### src/rtl/mdio_pkg.sv
`timescale 1ns/1ps
// Shared definitions for the management master.
// Assumes a 3-bit register index; the field layout inside each register is set by the top.
package mdio_pkg;
    typedef enum logic [1:0] {
        OP_WRITE = 2'd0,
        OP_READ  = 2'd1,
        OP_SCAN  = 2'd2
    } mgmt_op_e;

    localparam logic [2:0] REG_MODE   = 3'd0;
    localparam logic [2:0] REG_CMD    = 3'd1;
    localparam logic [2:0] REG_ADDR   = 3'd2;
    localparam logic [2:0] REG_TXDATA = 3'd3;
    localparam logic [2:0] REG_RXDATA = 3'd4;
    localparam logic [2:0] REG_STATUS = 3'd5;
endpackage

### src/rtl/mdio_clk_gen.sv
`timescale 1ns/1ps
// Management clock generator: while run is high, produces a clock whose period is
// div system clocks, low for the first half and high for the second.
// rise_tick/fall_tick mark the cycles whose edge raises/lowers mdc.
// Assumes div is even and at least 2; the counter restarts whenever run is low.
module mdio_clk_gen #(
    parameter int DIV_W = 8
) (
    input  logic             clk,
    input  logic             rst_n,
    input  logic             run,
    input  logic [DIV_W-1:0] div,
    output logic             mdc,
    output logic             rise_tick,
    output logic             fall_tick
);
    logic [DIV_W-1:0] cnt;
    logic [DIV_W-1:0] half;

    assign half      = div >> 1;
    assign rise_tick = run && (cnt == half - 1'b1);
    assign fall_tick = run && (cnt == div - 1'b1);

    // Phase counter: wraps at the end of each period, parked at zero when stopped.
    always_ff @(posedge clk) begin
        if (!rst_n || !run || fall_tick) cnt <= '0;
        else                            cnt <= cnt + 1'b1;
    end

    // Clock output: set at mid-period, cleared at period end or when stopped.
    always_ff @(posedge clk) begin
        if (!rst_n || !run)  mdc <= 1'b0;
        else if (rise_tick)  mdc <= 1'b1;
        else if (fall_tick)  mdc <= 1'b0;
    end
endmodule

### src/rtl/mdio_frame_engine.sv
`timescale 1ns/1ps
// Frame engine: walks a bit index through preamble and frame, drives the serial
// line from a latched frame word, releases it for read turnaround and data, and
// shifts in read data on rising-edge ticks. Restarts itself for scan while scan_hold.
// Assumes start is only asserted while idle and ticks come from mdio_clk_gen.
module mdio_frame_engine
    import mdio_pkg::*;
#(
    parameter int PHY_W   = 5,
    parameter int DATA_W  = 16,
    parameter int PRE_LEN = 32
) (
    input  logic              clk,
    input  logic              rst_n,
    input  logic              start,
    input  mgmt_op_e          op_in,
    input  logic              nopre_in,
    input  logic [PHY_W-1:0]  phy_in,
    input  logic [PHY_W-1:0]  reg_in,
    input  logic [DATA_W-1:0] wdata_in,
    input  logic              scan_hold,
    input  logic              rise_tick,
    input  logic              fall_tick,
    input  logic              mdio_in,
    output logic              busy,
    output mgmt_op_e          op_out,
    output logic              mdio_out,
    output logic              mdio_oe,
    output logic              frame_done,
    output logic [DATA_W-1:0] rx_word
);
    localparam int FRAME_W = 6 + 2 * PHY_W + DATA_W;
    localparam int TOTAL   = PRE_LEN + FRAME_W;
    localparam int IDX_W   = $clog2(TOTAL) + 1;
    localparam int FPOS_W  = $clog2(FRAME_W);
    localparam logic [IDX_W-1:0] PRE_IDX  = IDX_W'(PRE_LEN);
    localparam logic [IDX_W-1:0] REL_IDX  = IDX_W'(PRE_LEN + 4 + 2 * PHY_W);
    localparam logic [IDX_W-1:0] DAT_IDX  = IDX_W'(PRE_LEN + 6 + 2 * PHY_W);
    localparam logic [IDX_W-1:0] LAST_IDX = IDX_W'(TOTAL - 1);

    logic [IDX_W-1:0]   idx;
    logic [IDX_W-1:0]   fpos;
    logic [FRAME_W-1:0] frame_q;
    logic               nopre_q;
    mgmt_op_e           op_q;
    logic [DATA_W-1:0]  rx_sh;

    assign fpos       = LAST_IDX - idx;
    assign op_out     = op_q;
    assign rx_word    = rx_sh;
    assign frame_done = busy && fall_tick && (idx == LAST_IDX);
    assign mdio_out   = busy && ((idx < PRE_IDX) || frame_q[fpos[FPOS_W-1:0]]);
    assign mdio_oe    = busy && ((op_q == OP_WRITE) || (idx < REL_IDX));

    // Frame sequencing: launch, advance on falling ticks, end or loop for scan.
    always_ff @(posedge clk) begin
        if (!rst_n) begin
            busy    <= 1'b0;
            idx     <= '0;
            op_q    <= OP_WRITE;
            nopre_q <= 1'b0;
            frame_q <= '0;
        end else if (start) begin
            busy    <= 1'b1;
            idx     <= nopre_in ? PRE_IDX : '0;
            op_q    <= op_in;
            nopre_q <= nopre_in;
            frame_q <= {2'b01, (op_in == OP_WRITE) ? 2'b01 : 2'b10,
                        phy_in, reg_in, 2'b10, wdata_in};
        end else if (frame_done) begin
            if (op_q == OP_SCAN && scan_hold) idx  <= nopre_q ? PRE_IDX : '0;
            else                               busy <= 1'b0;
        end else if (busy && fall_tick) begin
            idx <= idx + 1'b1;
        end
    end

    // Read capture: shift in one data bit per rising tick during the data phase.
    always_ff @(posedge clk) begin
        if (!rst_n) rx_sh <= '0;
        else if (busy && rise_tick && op_q != OP_WRITE && idx >= DAT_IDX)
            rx_sh <= {rx_sh[DATA_W-2:0], mdio_in};
    end
endmodule

### src/rtl/mdio_master.sv
`timescale 1ns/1ps
// Management master top: register window, command acceptance with priority,
// status flags and the scan loop's result handling around the clock generator
// and frame engine. Assumes DATA_W >= 13 so the address register fits.
module mdio_master
    import mdio_pkg::*;
#(
    parameter int DIV_W   = 8,
    parameter int PHY_W   = 5,
    parameter int DATA_W  = 16,
    parameter int PRE_LEN = 32
) (
    input  logic              clk,
    input  logic              rst_n,
    input  logic              reg_wr,
    input  logic [2:0]        reg_addr,
    input  logic [DATA_W-1:0] reg_wdata,
    output logic [DATA_W-1:0] reg_rdata,
    output logic              mdc,
    output logic              mdio_out,
    output logic              mdio_oe,
    input  logic              mdio_in
);
    localparam int REG_LSB = 8;
    localparam int LINK_BIT = 2;

    logic [DIV_W-1:0]  div_q, div_run;
    logic              nopre_q;
    logic [2:0]        cmd_q;
    logic [PHY_W-1:0]  phy_q, regad_q;
    logic [DATA_W-1:0] tx_q, rx_q;
    logic              link_fail_q, rx_inval_q;
    logic              busy, rise_tick, fall_tick, frame_done, start, cmd_wr;
    mgmt_op_e          op_sel, op_run;
    logic [DATA_W-1:0] rx_word;

    assign cmd_wr = reg_wr && (reg_addr == REG_CMD);
    assign start  = cmd_wr && !busy && (reg_wdata[2:0] != 3'b000);
    assign op_sel = reg_wdata[0] ? OP_SCAN : (reg_wdata[1] ? OP_READ : OP_WRITE);

    // Software-written registers; divider bit 0 is forced low.
    always_ff @(posedge clk) begin
        if (!rst_n) begin
            div_q <= '0; nopre_q <= 1'b0; cmd_q <= '0;
            phy_q <= '0; regad_q <= '0; tx_q <= '0;
        end else if (reg_wr) begin
            case (reg_addr)
                REG_MODE: begin
                    div_q   <= {reg_wdata[DIV_W-1:1], 1'b0};
                    nopre_q <= reg_wdata[DIV_W];
                end
                REG_CMD:    cmd_q <= reg_wdata[2:0];
                REG_ADDR: begin
                    phy_q   <= reg_wdata[PHY_W-1:0];
                    regad_q <= reg_wdata[REG_LSB+PHY_W-1:REG_LSB];
                end
                REG_TXDATA: tx_q <= reg_wdata;
                default: ;
            endcase
        end
    end

    // Divider snapshot for the running frame, clamped to the minimum of 2.
    always_ff @(posedge clk) begin
        if (!rst_n)     div_run <= DIV_W'(2);
        else if (start) div_run <= (div_q < DIV_W'(2)) ? DIV_W'(2) : div_q;
    end

    // Result and status flags: data-not-ready, received word, link fail.
    always_ff @(posedge clk) begin
        if (!rst_n) begin
            rx_q <= '0; link_fail_q <= 1'b0; rx_inval_q <= 1'b0;
        end else if (start) begin
            if (op_sel != OP_WRITE) rx_inval_q <= 1'b1;
        end else if (frame_done && op_run != OP_WRITE) begin
            rx_q       <= rx_word;
            rx_inval_q <= 1'b0;
            if (op_run == OP_SCAN) link_fail_q <= ~rx_word[LINK_BIT];
        end
    end

    // Register read window.
    always_comb begin
        reg_rdata = '0;
        case (reg_addr)
            REG_MODE: begin
                reg_rdata[DIV_W-1:0] = div_q;
                reg_rdata[DIV_W]     = nopre_q;
            end
            REG_CMD:    reg_rdata[2:0] = cmd_q;
            REG_ADDR: begin
                reg_rdata[PHY_W-1:0]                 = phy_q;
                reg_rdata[REG_LSB+PHY_W-1:REG_LSB]   = regad_q;
            end
            REG_TXDATA: reg_rdata = tx_q;
            REG_RXDATA: reg_rdata = rx_q;
            REG_STATUS: reg_rdata[2:0] = {rx_inval_q, busy, link_fail_q};
            default: ;
        endcase
    end

    mdio_clk_gen #(.DIV_W(DIV_W)) u_clk (
        .clk(clk), .rst_n(rst_n), .run(busy), .div(div_run),
        .mdc(mdc), .rise_tick(rise_tick), .fall_tick(fall_tick)
    );

    mdio_frame_engine #(.PHY_W(PHY_W), .DATA_W(DATA_W), .PRE_LEN(PRE_LEN)) u_eng (
        .clk(clk), .rst_n(rst_n), .start(start), .op_in(op_sel),
        .nopre_in(nopre_q), .phy_in(phy_q), .reg_in(regad_q), .wdata_in(tx_q),
        .scan_hold(cmd_q[0]), .rise_tick(rise_tick), .fall_tick(fall_tick),
        .mdio_in(mdio_in), .busy(busy), .op_out(op_run), .mdio_out(mdio_out),
        .mdio_oe(mdio_oe), .frame_done(frame_done), .rx_word(rx_word)
    );

    // an idle master keeps the clock and the pad enable low.
    assert_idle_quiet_R12: assert property (@(posedge clk) disable iff (!rst_n)
        !busy |-> (!mdc && !mdio_oe));

    // serial line and enable hold still while the management clock is high.
    assert_stable_high_R7: assert property (@(posedge clk) disable iff (!rst_n)
        mdc |-> ($stable(mdio_out) && $stable(mdio_oe)));

    // busy only rises right after a command write.
    assert_busy_start_R8: assert property (@(posedge clk) disable iff (!rst_n)
        $rose(busy) |-> $past(reg_wr && reg_addr == REG_CMD));

    // busy ends together with a falling management clock.
    assert_busy_end_R8: assert property (@(posedge clk) disable iff (!rst_n)
        $fell(busy) |-> $fell(mdc));

    // the data-not-ready flag clears only when a frame has completed.
    assert_rx_ready_R9: assert property (@(posedge clk) disable iff (!rst_n)
        $fell(rx_inval_q) |-> $past(frame_done));
endmodule

### config.mk
export PLATFORM = sky130hd
export DESIGN_NAME = mdio_master
export DESIGN_NICKNAME = d
export VERILOG_FILES = /design/src/rtl/mdio_pkg.sv /design/src/rtl/mdio_clk_gen.sv /design/src/rtl/mdio_frame_engine.sv /design/src/rtl/mdio_master.sv
export SDC_FILE = /design/constraint.sdc
export NUM_CORES = 1
export LEC_CHECK = 0
export ABC_CLOCK_PERIOD_IN_PS = 3600
export BUFFER_PORTS_ARGS = -buffer_cell sky130_fd_sc_hd__buf_2
export CAP_MARGIN = 20
export CORE_UTILIZATION = 50
export DETAILED_ROUTE_END_ITERATION = 7
export GPL_TIMING_DRIVEN = 0
export PLACE_DENSITY = 0.68
export SLEW_MARGIN = 20
export SYNTH_ARGS = -nofsm -noshare
export SYNTH_HDL_FRONTEND = slang
export SYNTH_SLANG_ARGS = --single-unit
### constraint.sdc
create_clock -name clk -period 3.6 [get_ports clk]
set_clock_uncertainty 0.15 [all_clocks]
set_input_delay 0.54 -clock clk [delete_from_list [all_inputs] [get_ports clk]]
set_output_delay 0.54 -clock clk [all_outputs]
set_load 0.02 [all_outputs]
### Yosys cells after proc, flatten, opt, wreduce, memory -nomap -nowiden

Index checks and enable logic that the tools add are counted.

* add/subtract/negate cells: 5
* $mul: 0
* divide/modulo/power cells: 0
* $lt $le $gt $ge: 5
* equal/unequal tests: 12
* shifts and indexed selects: 0
* mux-type cells: 26
* bitwise operators: 2
* reduce and logical (&&, ||, !) cells: 39

Operators by type and width (count)
* $mux 7: 4
* $pmux 3 s6: 1
* $eq 8x8->1: 2
* $reduce_and 2->1: 8
* $logic_and 1x1->1: 14
* $lt 7x6->1 const B: 2
* $mux 6: 2
* $pmux 4 s3: 1
* $mux 1: 10
* $reduce_bool 2->1: 5
* $pmux 3 s3: 1
* $add 8x1->8 const B: 1
* $lt 8x2->1 const B: 1
* $mux 8: 1
* $pmux 2 s4: 1
* $sub 7x1->8 const B: 1
* $sub 8x1->8 const B: 1
* $add 7x1->7 const B: 1
* $eq 7x6->1 const B: 1
* $ge 7x6->1 const B: 1
* $eq 3x2->1 const B: 2
* $eq 3x3->1 const B: 2
* $lt 5x6->1 const B: 1
* $pmux 3 s2: 1
* 16 further kinds: 24

* register bits: 129
* bits in latches: 0
* bits in writable memories: 0
* memory bits (read-only): 0
* output and inout bits: 19
* word-level logic and storage cells: 107
* memories kept: 0

### Depth between registers and ports, before layout

Gate-level depths: netlist of the first run.

* word-level depth: 8
* gate-level depth with buffers: 12
* mapped depth without buffers: 8

### Modules after synthesis

From an unflattened synthesis of the first run, not the netlist that was laid out.

* cell total of the unflattened synthesis: 723
* area total of the unflattened synthesis: 6657.6 um^2

Modules (own cells, without submodules)
* mdio_master: instances 1, cells each 384, area each 3283.1 um^2, seq. area each 1241.2 um^2
* mdio_frame_engine: instances 1, cells each 244, area each 2576.2 um^2, seq. area each 1121.1 um^2
* mdio_clk_gen: instances 1, cells each 95, area each 798.3 um^2, seq. area each 180.2 um^2

### Worst setup path after synthesis of the first run

OpenSTA, ideal clock, no wires.

* path type: register to register
* start: register div_run[1]
* end: register rx_q[10]
* data arrival time: 2.421 ns
* setup slack: 0.902 ns
* cell stages (with the launch flop): 12
* path buffers: 3
* period minus slack after synthesis: 2.698 ns
* path through: dfxtp_1 buf_6 inv_1 ha_1 nor3b_1 and3_1 buf_2 xor2_1 nor4_4 buf_6 mux2i_1 nor2_1

* longest elaborated chain between the ends: 7

RTL lines
* from (decl): line mdio_master.sv:27 `logic [DIV_W-1:0] div_q, div_run;`
* from (signal assigned): line mdio_master.sv:66 `else if (start) div_run <= (div_q < DIV_W'(2)) ? DIV_W'(2) : div_q;`
* $sub 8x1->8: line mdio_clk_gen.sv:22 `assign fall_tick = run && (cnt == div - 1'b1);`
* $eq 8x8->1: line mdio_clk_gen.sv:22
* $logic_and 1x1->1: line mdio_clk_gen.sv:22
* $logic_and 1x1->1 (2 in series): line mdio_frame_engine.sv:51 `assign frame_done = busy && fall_tick && (idx == LAST_IDX);`
* $logic_and 1x1->1: line mdio_master.sv:75 `end else if (frame_done && op_run != OP_WRITE) begin`
* $reduce_and 2->1 (no line)
* to (signal assigned): line mdio_master.sv:76 `rx_q <= rx_word;`
* to (decl): line mdio_master.sv:31 `logic [DATA_W-1:0] tx_q, rx_q;`

Every way passes these cells.
A chain may end at the register's enable or synchronous reset.

### Worst setup path after layout of the first run

* start: register u_eng.idx[0]
* end: output mdio_out

* longest elaborated chain between the ends: 5
* elaborated cells on any way between the ends: 6
* classes of those cells: add/sub (1); order compare (1); mux (2); reduce/logical (2)

RTL lines
* from (decl): line mdio_frame_engine.sv:41 `logic [IDX_W-1:0] idx;`
* from (signal assigned): line mdio_frame_engine.sv:65 `idx <= nopre_in ? PRE_IDX : '0;`
* from (signal assigned): line mdio_frame_engine.sv:71 `if (op_q == OP_SCAN && scan_hold) idx <= nopre_q ? PRE_IDX : '0;`
* from (signal assigned): line mdio_frame_engine.sv:74 `idx <= idx + 1'b1;`
* $sub 5x5->5: line mdio_frame_engine.sv:48 `assign fpos = LAST_IDX - idx;`
* $bmux 1 s5: line mdio_frame_engine.sv:52 `assign mdio_out = busy && ((idx < PRE_IDX) || frame_q[fpos[FPOS_W-1:0]]);`
* $mux 1 (not written as such): line mdio_frame_engine.sv:52
* $logic_or 1x1->1 (*): line mdio_frame_engine.sv:52
* $logic_and 1x1->1 (*): line mdio_frame_engine.sv:52
* to (decl): line mdio_master.sv:20 `output logic mdio_out,`

Every way passes the cells marked *; elsewhere a longest branch is shown, timed or not. The select of a mux whose other input is x is not followed.

==> results, run 1 <==
- Counting flops with a built-in enable in the synthesized netlist gives 0.
- Of the total synthesized cell area, the portion taken by XOR and XNOR cells is 0.0442.
- A synthesized cell averages between 8 and 9 sq um.
- The kind of end point of the critical path is a primary output.
- The worst setup path is launched from a flip-flop.
- The die covers 12000 sq um.
- The routed via count divided by cell count is around 5.6.
- For flop-to-flop paths, the worst setup slack is 0.36 ns.
- The number of endpoints with negative hold slack in the final report is 0.
- The repair_antennas step left the layout with diodes totalling 0.
- The library cells used most frequently in the layout, excluding fill and tap cells, are 174 x sky130_fd_sc_hd__nand2_1, 127 x sky130_fd_sc_hd__dfxtp_1, 81 x sky130_fd_sc_hd__a21oi_1, 56 x sky130_fd_sc_hd__mux2i_1, 45 x sky130_fd_sc_hd__nor2_1.
- For this run, global-route usage on met3 was measured as 0.0563.
- The CTS tree is done.
- The share of synthesized registers carrying an async set or reset is 0.
- The initial antenna violation count was 0.
- Of the total synthesized cell area, the portion taken by full adders, half adders and majority gates is 0.00647.
- The H-tree depth is 4.
- The layer carrying the most global-route usage is met2.
- For the pin with the worst max-slew slack, the measured transition is 0.918 ns.
- The met1 usage is 0.346.
- The number of flip-flops and latches in the synthesized netlist is about 130.
- The core footprint is approximately 11000 sq um.
- The number of pins with negative max-slew slack in the final report is 0.
- The relative contribution of combinational cells to total power is 0.042.
- The analysis attributes to cell leakage a power of 2.45 nW.
- Of the total synthesized cell area, the portion taken by AND, OR, NAND and NOR gates is 0.210.
- The largest buffer count on any clock path is 2.
- For this run, the detailed router's first-pass iteration total came to 5.
- Across all hold checks on the routed design, the worst slack comes to between 0.2 and 0.25 ns.
- The largest area contributor in the netlist is sky130_fd_sc_hd__dfxtp_1.
- The most common flop cell mapped by yosys is sky130_fd_sc_hd__dfxtp_1.
- The via count of the first global-routing pass was slightly below 5000.
- The global route total overflow is 0.
- The fmax is between 300 and 400 MHz.
- The relative max-transition margin is 0.386.
- Setup violations remaining at the end of the flow were counted as 0.
- The post-detailed-route DRC marker count is 0.
- The share of synthesized area in the top cell type comes to 0.438.
- The first global-routing pass estimated roughly 25000 microns of wire.
- VDD sags by at most between 0.3 and 0.4 mV.
- The initial utilization of the core area, before any placement, comes to 0.524.
- The hold-critical path endpoint is tx_q[15]$_SDFFE_PN0P_.
- The final critical-path setup slack is 0.323 ns.
- The count of max-cap constraint violations is 0.
- Across all layers, the routed design uses 5039 vias.
- The design draws 3.34 mW.
- The depth of the worst hold-timing path is 3.
- After the last flow step, the layout net total stands at 777.
- After clock tree synthesis, the clock-pin slew on the worst setup and hold paths is around 0.060 ns.
- At the end of the flow the core is filled with cells to 0.613.
- Port buffering added 39 buffers.
- The share of power burned in the clock network is 0.530.
- In this run the power density over the cells is a little under 500 nW/um^2.
- The share of the synthesized area in compound gates (AO/OA/AOI/OAI) is 0.130.
- For this block, the initial DRC count from the detailed router was 328.
- The launch instance of the worst register-to-register path is div_run[1]$_SDFFE_PN1P_.
- After detailed routing, the average wire length per cell comes to 16.6 microns.
- Yosys attributes the largest share of cell area to sky130_fd_sc_hd__dfxtp_1 44%, sky130_fd_sc_hd__nand2_1 11%, sky130_fd_sc_hd__mux2i_1 9.7%.
- The worst hold path begins at reg_wdata[15].
- The HPWL after detailed placement is 11200 microns.
- The root buffer cell is sky130_fd_sc_hd__clkbuf_16.
- Of the total power, the share spent switching nets is 0.210.
- The share of total power dissipated in sequential elements is 0.428.
- The area growth from synthesis to layout is 17.0%.
- For this run, the total global-route usage over all layers was measured as 0.272.
- The min-delay analysis places its worst path in the category input port to flip-flop.
- The largest family of logic cells by synthesized area is simple AND/OR/NAND/NOR gates.
- At the worst endpoint, the required time is between 2 and 3 ns.
- The final antenna-violating net count is 0.
- The CTS buffer count is 17.
- The fraction of layout cells with a size suffix above 1 is 0.122.
- Measured along the y axis, the die boundary spans 110 microns.
- Yosys printed 0 warnings.
- The number of nets in the synthesized netlist is just over 700.
- The count of clock tree sinks is 127.
- The switching component of the power is approximately 0.70 mW.
- The clock reaches the later pin of the worst-skew pair after between 0.4 and 0.5 ns.
- The worst register-to-register path has a depth of 11.
- The time the final worst path needs with I/O delays and setup is 3.28 ns.
- Dividing the final minimum period by the clock period gives 0.910.
- The chip width is 110 microns.
- The endpoint of the lowest-slack register-to-register path is rx_q[14]$_SDFFE_PN0P_.
- Row generation in the floorplan step produced 38 rows.
- The synthesized instance count is 693.
- The distinct cell type count after synthesis is 54.
- The library cell used most frequently in the layout, excluding fill and tap cells, is sky130_fd_sc_hd__nand2_1.
- The critical path in this run is classified as flip-flop to primary output.
- In this run the cell area of the synthesized design comes to 5800 sq um.
- The global-route track usage on met2 is 0.452.
- Entering global routing, the biggest net connects 17 pins.
- The maximum fanout along the worst path is 10.
- After detailed routing, the total wire length is 15000 microns.
- The run finished with clean final reports.
- The count of pins on the block boundary is between 40 and 50.
- Timing analysis after detailed placement gives a worst setup slack of 0.376 ns.
- Of the synthesized area, sequential elements account for 0.438.
- Cell internal power was estimated by the tool at 2.64 mW.
- Setup repair after global routing left no endpoint under its margin.
- Data arrives at the worst endpoint at ~2.6 ns.
- Summed over all failing endpoints, the final setup total negative slack is 0 ns.
- After synthesis, the share of cell area in mux cells is 0.126.
- At the end of routability-driven placement, the weighted congestion stood at 0.880.
[sequential cells by signal (all words and copies together) (netlist names)]
name and flops:
u_eng.frame_q 29, rx_q 16, tx_q 16, u_eng.rx_word 16, u_clk.cnt 8, div_q 7, div_run 7, u_eng.idx 7
phy_q 5, regad_q 5, cmd_q 3, u_eng.op_out 2, link_fail_q 1, nopre_q 1, rx_inval_q 1, u_clk.mdc 1
u_eng.busy 1, u_eng.nopre_q 1
[final cells by class]
class | count | area, sq um
clock inverter | 5 | 100
buffer | 49 | 218
tap | 140 | 175
inverter | 12 | 45.0
multi-input combinational | 505 | 3000
timing repair buffer | 39 | 195
clock buffer | 27 | 513
fill | 993 | 4290
sequential | 127 | 2540
[per-layer routing]
layer	wire length, microns	part of all wire	up-vias
met5	0	0	-
met4	349	0.023	0
met3	794	0.053	28
met2	7180	0.48	159
met1	6680	0.45	2359
li1	-	-	2493
[cells by family (layout without fill, tap and decap cells)]
group / count (synthesis) / after routing
AND/OR/NAND/NOR: 281 / 281
AO/OA/AOI/OAI: 131 / 131
flip-flops: 127 / 127
buffers and inverters: 61 / 132
multiplexers: 64 / 64
adder cells (fa/ha/maj): 3 / 3
XOR/XNOR: 26 / 26
[cells in the mapped netlist (2+ instances only)]
master,n
sky130_fd_sc_hd__o211ai_1,2
sky130_fd_sc_hd__nor3_1,7
sky130_fd_sc_hd__a31oi_1,2
sky130_fd_sc_hd__xor2_1,13
sky130_fd_sc_hd__a31o_2,2
sky130_fd_sc_hd__xnor2_1,11
sky130_fd_sc_hd__mux2i_1,56
sky130_fd_sc_hd__nand3b_1,4
sky130_fd_sc_hd__inv_1,12
sky130_fd_sc_hd__nor3b_1,4
sky130_fd_sc_hd__a21oi_1,81
sky130_fd_sc_hd__and3_1,6
sky130_fd_sc_hd__o21ai_0,19
sky130_fd_sc_hd__clkbuf_1,40
sky130_fd_sc_hd__a22o_1,3
sky130_fd_sc_hd__dfxtp_1,127
sky130_fd_sc_hd__a211oi_1,4
sky130_fd_sc_hd__nor2_1,45
sky130_fd_sc_hd__nand3_1,13
sky130_fd_sc_hd__nand2b_1,2
sky130_fd_sc_hd__nand2_1,174
sky130_fd_sc_hd__mux4_2,7
sky130_fd_sc_hd__nand4_1,4
sky130_fd_sc_hd__buf_2,5
sky130_fd_sc_hd__o22ai_1,5
sky130_fd_sc_hd__a221oi_1,3
sky130_fd_sc_hd__or4_1,2
sky130_fd_sc_hd__buf_6,3
sky130_fd_sc_hd__ha_1,3
sky130_fd_sc_hd__nor2b_1,5
sky130_fd_sc_hd__or3_1,6
[worst max-delay path by stage]
stage,startpoint,to,depth (start not counted)
2_1_floorplan,div_run[1]$_SDFFE_PN1P_,rx_q[10]$_SDFFE_PN0P_,11
3_3_place_gp,div_run[1]$_SDFFE_PN1P_,rx_q[8]$_SDFFE_PN0P_,11
3_5_place_dp,div_run[1]$_SDFFE_PN1P_,rx_q[14]$_SDFFE_PN0P_,11
4_1_cts,u_eng.idx[0]$_SDFFE_PN0P_,mdio_out,7
5_1_grt,u_eng.idx[0]$_SDFFE_PN0P_,mdio_out,7
6_report,u_eng.idx[0]$_SDFFE_PN0P_,mdio_out,7
[power groups by stage]
stage	Sequential (mW)	Combinational (mW)	Clock (mW)
after floorplan	1.46	0.0869	0
after global placement	1.46	0.135	0
after detailed placement	1.46	0.138	0
after CTS	1.43	0.139	1.78
after global routing	1.43	0.153	1.84
final	1.43	0.141	1.77
[timing repair]
action / in CTS / in global routing
endpoints found under the setup margin: 0 / 1
setup buffers: 0 / 0
hold buffers: 0 / 0
resized for setup: 0 / 2
[critical path: stages (launching register included)]
cell and delay, ns:
sky130_fd_sc_hd__dfxtp_1 0.34, sky130_fd_sc_hd__clkbuf_1 0.32, sky130_fd_sc_hd__clkbuf_2 0.31, sky130_fd_sc_hd__mux4_2 0.53
sky130_fd_sc_hd__mux2i_1 0.18, sky130_fd_sc_hd__o22ai_1 0.09, sky130_fd_sc_hd__o31a_1 0.25, sky130_fd_sc_hd__buf_2 0.16
[metrics by stage]
step	cell area (sq um)	instances
finish	6790	904
global route	6790	904
CTS	6790	904
detailed placement	6170	872
global placement	6170	872
floorplan	5800	693
(Power assumes the default switching activity.)
==> run 2, diff against run 1 <==
ABC_CLOCK_PERIOD_IN_PS = 3900   (was 3600)
clock period = 3.9 ns   (was 3.6 ns; I/O delays follow)
==> run 2 against run 1 <==
  * Cell count unchanged
  * Core utilization about the same
  * Combinational power down 8%
==> results, run 2 (synthesized netlist as in run 1, its figures left out) <==
- Dividing the final minimum period by the clock period gives 0.889.
- The register with the most flip-flops in the layout has 29 of them.
- The number of pins with negative max-slew slack in the final report is 0.
- The worst setup path is captured at a primary output.
- The filler-free cell count of the finished design is 904.
- The starting density of the core is 0.524.
- The root buffer cell is sky130_fd_sc_hd__clkbuf_16.
- In this run the critical register-to-register path is launched from div_run[1]$_SDFFE_PN1P_.
- The CTS clock-pin slew for the worst setup and hold paths is 0.06 ns.
- The congestion estimate from routability-driven global placement came to 0.880.
- Max-cap violations in this run came to 0.
- The CTS tree is done.
- In this run, placement finished with an instance count of 872.
- For this run, the post-layout net count is 777.
- The hold path startpoint is reg_wdata[15].
- The area growth from synthesis to layout is 16.9%.
- The chip width is 110 microns.
- For the worst-skew pair, the clock arrives at the later sink with an insertion delay of 0.42 ns.
- The highest ir drop seen on vdd is about 0.36 mV.
- The vertical die dimension is 110 microns.
- The relative max-transition margin is 0.387.
- Counting flops per register, the top entry is u_eng.frame_q.
- After detailed routing, the number of vias per cell comes to 5.61.
- In this run, the number of DRC markers left after iteration 0 of detailed routing was 328.
- The initial antenna violation count is 0.
- The detail route stage leaves a number of antenna-violating nets equal to 0.
- The worst hold path passes through 3 cells.
- Summed over all cells, the static leakage comes to 2.44 nW.
- The count of clock tree sinks is 127.
- In the layout the commonest cells are 174 x sky130_fd_sc_hd__nand2_1, 127 x sky130_fd_sc_hd__dfxtp_1, 81 x sky130_fd_sc_hd__a21oi_1, 56 x sky130_fd_sc_hd__mux2i_1.
- In this run, post-CTS repair resized a total of 0 instances.
- Setup repair after global routing left no endpoint under its margin.
- The reg2reg setup slack is 0.65 ns.
- The die covers 12000 sq um.
- The total setup violations reported at the end of the flow is 0.
- Detailed placement finished with a half-perimeter wire length of approximately 11000 microns.
- The power density over cell area is 455 nW/um^2.
- In the routed design, unresolved DRC markers number 0.
- The filler cell count in the final layout is 993.
- Entering global routing, the biggest net connects 17 pins.
- The critical path data arrival time is 2.73 ns.
- The aggregate global-route resource usage is 0.272.
- The endpoint of the lowest-slack register-to-register path is rx_q[14]$_SDFFE_PN0P_.
- The count of inserted antenna diode cells is 0.
- Counting along the longest clock path gives a buffer depth of 2.
- The number of placement rows is 38.
- The type of the setup path with the least slack is flip-flop to primary output.
- The time the final worst path needs with I/O delays and setup is 3.47 ns.
- The first global-routing pass estimated approximately 25000 microns of wire.
- The final routed wire length divided by cell count is 16.6 microns.
- The fmax is 288 MHz.
- Of the cells placed in the final design, the portion with a size suffix greater than 1 is 0.120.
- Measured in cells, the most critical reg-to-reg path has a length of 11.
- In this run, post-CTS hold repair placed 0 buffers.
- STA classifies the critical path startpoint as a flip-flop.
- The H-tree depth is 4.
- The maximum fanout along the worst path is 10.
- The total via count in the routed design is 5075.
- The final routed wirelength across all metal layers is 15000 microns.
- The type of the tightest min-delay check is input port to flip-flop.
- The hold-critical path endpoint is tx_q[15]$_SDFFE_PN0P_.
- Summed over all failing endpoints, the final setup total negative slack is 0 ns.
- The number of endpoints with negative hold slack in the final report is 0.
- The flow ran to the end, and the final reports show no timing, DRC or antenna violations.
- The actual transition at the worst max-transition pin is 0.917 ns.
- The global route total overflow is 0.
- The endpoint required time on the critical path is around 3.2 ns.
- The count of pins on the block boundary is 42.
- Buffers added to address setup during post-CTS repair amount to 0.
- The total area inside the core boundary comes to 11100 sq um.
- The first-pass iteration count of the detailed router is 6.
- Port buffering added 39 buffers.
- The CTS buffer count is 17.
- The via count of the first global-routing pass is 4894.
- The most common library cell in the layout ignoring fill and taps is sky130_fd_sc_hd__nand2_1.
[run 2: cell types whose count changed in the layout (fill, tap and decap cells not counted)]
| cell | previous run | this run |
|---|---|---|
| sky130_fd_sc_hd__clkbuf_1 | 44 | 45 |
| sky130_fd_sc_hd__clkbuf_2 | 1 | 0 |
[run 2: worst max-delay path, cell delays in order, from the launching register on]
cell	delay (ns)
sky130_fd_sc_hd__dfxtp_1	0.34
sky130_fd_sc_hd__clkbuf_1	0.31
sky130_fd_sc_hd__clkbuf_1	0.41
sky130_fd_sc_hd__mux4_2	0.56
sky130_fd_sc_hd__mux2i_1	0.18
sky130_fd_sc_hd__o22ai_1	0.09
sky130_fd_sc_hd__o31a_1	0.25
sky130_fd_sc_hd__buf_2	0.16
[run 2: layer usage]
layer / GRT usage / part of all wire
met1: 0.346 / 0.44
met2: 0.452 / 0.48
met3: 0.0563 / 0.055
met4: 0.107 / 0.024
met5: 0 / 0
[run 2: cell type report]
class	instances	area [sq um]	area share
well taps	140	175	0.0258
repair buffers	39	195	0.0288
clock inverters	5	100	0.0147
flip-flops and latches	127	2540	0.375
clock buffers	27	513	0.0756
plain buffers	49	216	0.0319
multi-input cells	505	3000	0.442
inverters	12	45.0	0.00664
[run 2: stage by stage]
stage          hold WS, ns  setup slack [ns]  instance area [sq um]  total power, mW   util
2_1_floorplan        0.283              1.20                   5800             1.42      -
3_3_place_gp         0.293             0.804                   6170             1.47  0.557
3_5_place_dp         0.297             0.676                   6170             1.48  0.557
4_1_cts              0.253             0.396                   6790             3.09  0.613
5_1_grt              0.263             0.213                   6790             3.16  0.613
6_report             0.259             0.433                   6790             3.09  0.613
[run 2: report_power, final]
group          leakage, nW  switching, mW  total [mW]  internal, mW
registers             1.02         0.0114        1.32          1.31
logic                 1.12         0.0899       0.130        0.0401
clock network        0.302          0.547        1.64          1.09
[run 2: worst max-delay path by stage]
| stage | from | endpoint | slack (ns) | depth (start not counted) |
|---|---|---|---|---|
| floorplan | div_run[1]$_SDFFE_PN1P_ | rx_q[10]$_SDFFE_PN0P_ | 1.20 | 11 |
| detailed placement | div_run[1]$_SDFFE_PN1P_ | rx_q[14]$_SDFFE_PN0P_ | 0.68 | 11 |
| finish | u_eng.idx[0]$_SDFFE_PN0P_ | mdio_out | 0.43 | 7 |
| global placement | div_run[1]$_SDFFE_PN1P_ | rx_q[8]$_SDFFE_PN0P_ | 0.80 | 11 |
| CTS | u_eng.idx[0]$_SDFFE_PN0P_ | mdio_out | 0.40 | 7 |
| global route | u_eng.idx[0]$_SDFFE_PN0P_ | mdio_out | 0.21 | 7 |
